`src/rtl/rfsh_pkg.sv`:
```
package rfsh_pkg;

   typedef enum logic [1:0] {
      BAND_COOL    = 2'd0,
      BAND_WARM    = 2'd1,
      BAND_HOT     = 2'd2,
      BAND_EXTREME = 2'd3
   } temp_band_e;

   localparam int NUM_BANDS = 4;

   // Cycles per refresh in the coolest band.
   function automatic longint base_interval(input longint window_ns,
                                            input longint refs,
                                            input longint clk_ps);
      return (window_ns * 64'd1000) / (refs * clk_ps);
   endfunction

endpackage

```
`src/rtl/rfsh_band_table.sv`:
```
module rfsh_band_table #(
   parameter int     CNT_W    = 11,
   parameter longint BASE_CYC = 1953
) (
   input  logic [1:0]       band_i,
   output logic [CNT_W-1:0] reload_o
);
   import rfsh_pkg::*;

   logic [CNT_W-1:0] tbl [NUM_BANDS];

   for (genvar b = 0; b < NUM_BANDS; b++) begin : g_band
      localparam longint CYC = BASE_CYC >> b;
      if (CYC < 2) begin : g_bad
         $error("band interval below two cycles");
      end
      assign tbl[b] = CNT_W'(CYC);
   end

   assign reload_o = tbl[band_i];

endmodule

```
`src/rtl/rfsh_interval_timer.sv`:
```
module rfsh_interval_timer #(
   parameter int     CNT_W    = 11,
   parameter longint INIT_CYC = 1953
) (
   input  logic             clk,
   input  logic             rst_n,
   input  logic [CNT_W-1:0] reload_i,
   output logic             expire_o
);
   localparam logic [CNT_W-1:0] INIT_VAL = CNT_W'(INIT_CYC - 1);

   logic [CNT_W-1:0] cnt_q, cnt_d, limit;

   assign limit    = reload_i - 1'b1;
   assign expire_o = (cnt_q == '0);

   always_comb begin
      if (cnt_q == '0)
         cnt_d = limit;
      else if (cnt_q > limit)
         cnt_d = limit - 1'b1;   // hotter band: clamp now
      else
         cnt_d = cnt_q - 1'b1;
   end

   always_ff @(posedge clk or negedge rst_n) begin
      if (!rst_n) cnt_q <= INIT_VAL;
      else        cnt_q <= cnt_d;
   end

endmodule

```
`src/rtl/rfsh_debt_ledger.sv`:
```
module rfsh_debt_ledger #(
   parameter int DEBT_MAX  = 8,
   parameter int URGENT_AT = 7,
   parameter int DEBT_W    = 4
) (
   input  logic              clk,
   input  logic              rst_n,
   input  logic              expire_i,
   input  logic              ack_i,
   output logic              req_o,
   output logic              urgent_o,
   output logic              ovf_o,
   output logic [DEBT_W-1:0] debt_o
);
   localparam logic [DEBT_W-1:0] FULL = DEBT_W'(DEBT_MAX);
   localparam logic [DEBT_W-1:0] URG  = DEBT_W'(URGENT_AT);

   logic [DEBT_W-1:0] debt_q;
   logic              ovf_q;
   logic              take;

   assign take = ack_i && (debt_q != '0);

   always_ff @(posedge clk or negedge rst_n) begin
      if (!rst_n) begin
         debt_q <= '0;
         ovf_q  <= 1'b0;
      end else begin
         unique case ({expire_i, take})
            2'b10: begin
               if (debt_q == FULL) ovf_q  <= 1'b1;
               else                debt_q <= debt_q + 1'b1;
            end
            2'b01:   debt_q <= debt_q - 1'b1;
            default: debt_q <= debt_q;
         endcase
      end
   end

   assign req_o    = (debt_q != '0);
   assign urgent_o = (debt_q >= URG);
   assign ovf_o    = ovf_q;
   assign debt_o   = debt_q;

endmodule

```
`src/rtl/rfsh_sched.sv`:
```
module rfsh_sched #(
   parameter int CLK_PERIOD_PS   = 4000,
   parameter int WINDOW_NS       = 64_000_000,
   parameter int REFS_PER_WINDOW = 8192,
   parameter int DEBT_MAX        = 8,
   parameter int URGENT_AT       = 7
) (
   input  logic       clk,
   input  logic       rst_n,
   input  logic [1:0] temp_band,
   input  logic       ref_ack,
   output logic       ref_req,
   output logic       ref_urgent,
   output logic       debt_overflow
);
   localparam longint BASE_CYC = rfsh_pkg::base_interval(WINDOW_NS, REFS_PER_WINDOW,
                                                         CLK_PERIOD_PS);
   localparam int     CNT_W    = $clog2(BASE_CYC + 1);
   localparam int     DEBT_W   = $clog2(DEBT_MAX + 1);

   if (CLK_PERIOD_PS <= 0 || REFS_PER_WINDOW <= 0) begin : g_chk_clk
      $error("clock period and refresh count must be positive");
   end
   if (DEBT_MAX < 1 || URGENT_AT < 1 || URGENT_AT > DEBT_MAX) begin : g_chk_debt
      $error("urgent threshold must lie within the debt range");
   end

   logic [CNT_W-1:0]  reload;
   logic              expire;
   logic [DEBT_W-1:0] debt_lvl;

   rfsh_band_table #(.CNT_W(CNT_W), .BASE_CYC(BASE_CYC)) u_table (
      .band_i   (temp_band),
      .reload_o (reload)
   );

   rfsh_interval_timer #(.CNT_W(CNT_W), .INIT_CYC(BASE_CYC)) u_timer (
      .clk      (clk),
      .rst_n    (rst_n),
      .reload_i (reload),
      .expire_o (expire)
   );

   rfsh_debt_ledger #(.DEBT_MAX(DEBT_MAX), .URGENT_AT(URGENT_AT), .DEBT_W(DEBT_W)) u_ledger (
      .clk      (clk),
      .rst_n    (rst_n),
      .expire_i (expire),
      .ack_i    (ref_ack),
      .req_o    (ref_req),
      .urgent_o (ref_urgent),
      .ovf_o    (debt_overflow),
      .debt_o   (debt_lvl)
   );

endmodule

```
`config.mk`:
```
export PLATFORM = sky130hd
export DESIGN_NAME = rfsh_sched
export DESIGN_NICKNAME = d
export VERILOG_FILES = /design/src/rtl/rfsh_pkg.sv /design/src/rtl/rfsh_band_table.sv /design/src/rtl/rfsh_interval_timer.sv /design/src/rtl/rfsh_debt_ledger.sv /design/src/rtl/rfsh_sched.sv
export SDC_FILE = /design/constraint.sdc
export NUM_CORES = 1
export LEC_CHECK = 0
export BUFFER_PORTS_ARGS = -buffer_cell sky130_fd_sc_hd__buf_2
export CORE_AREA = 2 2 50 64
export CTS_BUF_LIST = sky130_fd_sc_hd__clkbuf_2 sky130_fd_sc_hd__clkbuf_4 sky130_fd_sc_hd__clkbuf_8
export CTS_CLUSTER_DIAMETER = 30
export DETAILED_ROUTE_END_ITERATION = 6
export DIE_AREA = 0 0 52 66
export PLACE_DENSITY = 0.76
export SYNTH_ARGS = -nofsm -noshare
export SYNTH_HDL_FRONTEND = slang
export SYNTH_SLANG_ARGS = --single-unit
```
`constraint.sdc`:
```
create_clock -name clk -period 3.25 [get_ports clk]
set_input_delay 0.1625 -clock clk [delete_from_list [all_inputs] [get_ports clk]]
set_output_delay 0.1625 -clock clk [all_outputs]
set_load 0.005 [all_outputs]
```
==> impl_metrics.yaml <==
detailed_routing:
  vias_per_cell: 6.18
  vias: 1509
  wl_um: 4070
  avgRoutedWirePerCell_um: 16.7
  drc: 0
  drt-initial-drc-count: 69
  dr.pass1.iters: 4
  drtAntennaViolNets: 0
clock_tree:
  clk_path_buf_depth: 2
  clk_pin_slew_worst_paths_ns: 0.11
  cts.sink_count: 16
  root_buffer: "clkbuf_4"
  worstSkewPairLatency_ns: 0.30
  numCtsBuffers: 3
  tritoncts: "built"
  h-tree-depth: 1
worst_setup_path:
  path_buf_inv: 1
  worstSetupStartpoint: "u_timer.cnt_q[8]"
  endpoint_kind: "register"
  critPathArrivalTime_ns: 3.32
  cp.required_ns: 3.49
  cp_max_fo: 11
  cp_slowest_cell: "dfstp_2"
  cp_top_family: "compound AO/OA/AOI/OAI gates"
  setup.worst_path.class: "register to register"
  timing.rr.start: "u_timer.cnt_q[8]"
  path_cells: "ha_1 > a211oi_1 > nor2_1 > a2111oi_2 > or2_1 > nor2_1 > a21oi_1 > ha_1 > buf_4 > nand2_1 > or3_1 > a21oi_1 > a311o_1"
  cp_slowest_stage_delay_ns: 0.60
  critPathLaunchType: "register"
final_layout:
  layout-drive-gt1-share: 0.197
  fin_util: 0.633
  nets: 235
  diodes: 0
  final_cell_mix: "nor2_1, ha_1, buf_4"
  finalNonFillerCells: 244
  area_delta_synth_final_pct: 14.1
synthesis:
  netlist_top_cells_area: "dfrtp_1, ha_1, dfstp_2"
  netlist_area_um2: 1570
  synth_warnings: 0
  ys_types: 47
  yosys.area.top_type: "dfrtp_1"
  synth_flop_cell: "dfrtp_1"
  synthCells: 184
  netlist.area_leader.share: 0.175
  syn_area_per_cell_um2: 8.55
  synth-seq-cells: 16
  synth_edf_count: 0
  synthArstFlopShare: 1.00
  ys_seq_area_frac: 0.259
  syn-num-nets: 210
floorplan:
  start_util: 0.555
  die_h_um: 66
  core-area_um2: 2840
  die_x_um: 52
  dieArea_um2: 3430
  rows: 22
  ioPinCount: 8
timing:
  fin_skew_ns: 0.00606
  min_period_over_period: 0.948
  finalCriticalPeriod_ns: 3.08
  drv_slew: 0
  setup_tns_ns: 0
  tightestPinTransition_ns: 0.716
  fmax_mhz: 325
  finalSetupViolCount: 0
  hold_viol: 0
  relSlewSlack: 0.522
power_and_ir_drop:
  peakVddDrop_uv: 587
  power_leakage_nw: 0.811
  cellPowerDensity_nw_per_um2: 896
place:
  gp_congestion: 1.00
  dp_hpwl_um: 3140
  dp_cells: 238
  port_buffers: 7
global_route:
  grt_overflow: 0
  busiest_layer: "met2"
  use_met1: 0.281
  grt.met3_usage: 0.0385
  grt_max_degree: 20
  grtUsageMet2: 0.492
  grt_pass1_wl_um: 6740
  antenna_found_initial: 0
  grt_pass1_vias: 1533
  track_usage: 0.264
outcome:
  outcome: "finished clean"
min_path:
  min_from: "temp_band[1]"
  min_path_type: "primary input to register"
flow_run:
  maxCapViolCount: 0
==> path summary, 6_finish.rpt <==
| path | end | slack (ns) | depth (start not counted) |
|---|---|---|---|
| max in group asynchronous | u_timer.cnt_q[8] | 2.64 | 2 |
| setup reg to reg | u_timer.cnt_q[4] | 0.17 | 13 |
| hold reg to reg | u_ledger.ovf_o | 0.48 | 1 |
| min in group asynchronous | u_ledger.debt_o[1] | 0.30 | 2 |
| hold / removal | u_timer.cnt_q[9] | 0.15 | 3 |
| setup / recovery | u_timer.cnt_q[4] | 0.17 | 13 |
==> per-layer routing <==
metal / wire length (um) / vias to the layer above
li1: - / 726
met4: 169 / 0
met2: 2100 / 45
met3: 182 / 20
met1: 1620 / 718
met5: 0 / -
==> sequential cells by signal (all words and copies together), names as in the netlist <==
register / count
u_ledger.ovf_o: 1
u_ledger.debt_o: 4
u_timer.cnt_q: 11
==> what timing repair did <==
action,4_1_cts,5_1_grt
hold endpoints to repair,11,0
gates resized for setup,0,0
hold buffers,1,0
endpoints found under the setup margin,0,2
buffers inserted,0,1
==> cell type report <==
| class | instances | area [um^2] |
|---|---|---|
| Fill cell | 254 | 1040 |
| Sequential cell | 16 | 407 |
| Multi-Input combinational cell | 150 | 1080 |
| Tap cell | 36 | 45.0 |
| Timing Repair Buffer | 26 | 180 |
| Inverter | 12 | 45.0 |
| Clock buffer | 4 | 36.3 |
==> power by group <==
group / leakage, nW / switching (mW) / internal, mW
logic: 0.603 / 0.520 / 0.465
registers: 0.187 / 0.158 / 0.322
clock network: 0.0210 / 0.0740 / 0.0685
total: 0.811 / 0.752 / 0.856
==> synth_stat cells (2+ instances only) <==
master	n
dfstp_2	5
nor2b_1	2
and3_1	2
a21oi_1	16
dfrtp_1	11
o211ai_1	2
nand3b_1	3
nand2_1	11
a22oi_1	3
clkbuf_1	2
a211oi_1	4
nand3_1	7
ha_1	20
nand2b_1	2
buf_6	2
and4_1	2
mux2i_1	3
a31o_2	2
nor4_1	2
a21o_1	2
xnor2_1	6
nor3_1	8
nand4_1	3
inv_1	12
or3_1	2
nor2_1	19
o21ai_0	8
xor2_1	2
o221ai_1	2
o22ai_1	2
==> stage by stage <==
step / total power [mW] / cell area [um^2] / hold WS, ns / worst slack, ns
after detailed placement: 1.43 / 1740 / 0.101 / -0.0980
after global routing: 1.74 / 1790 / 0.160 / -0.0144
final: 1.61 / 1790 / 0.146 / 0.169
after CTS: 1.58 / 1790 / 0.153 / 0.222
after floorplan: 1.17 / 1580 / -0.133 / 0.0257
after global placement: 1.38 / 1740 / 0.0964 / 0.0937
==> cell families (layout without fill, tap and decap cells) <==
| logic type | count (synthesis) | after routing | synth area share |
|---|---|---|---|
| AOI/OAI and AO/OA | 48 | 48 | 0.208 |
| xor gates and xnor gates | 8 | 8 | 0.0446 |
| adders and majority gates | 21 | 21 | 0.172 |
| buffers and inverters | 18 | 42 | 0.0557 |
| DFF | 16 | 16 | 0.259 |
| muxes | 3 | 3 | 0.0191 |
| and+or+nand+nor | 70 | 70 | 0.243 |
==> worst register-to-register path: stages (launching register included) <==
cell and delay (ns):
dfstp_2 0.60, ha_1 0.25, a211oi_1 0.26, nor2_1 0.10, a2111oi_2 0.35, or2_1 0.24
nor2_1 0.07, a21oi_1 0.12, ha_1 0.18, buf_4 0.18, nand2_1 0.08, or3_1 0.30
a21oi_1 0.15, a311o_1 0.15
Note: power is estimated with default switching activity, not from simulation.
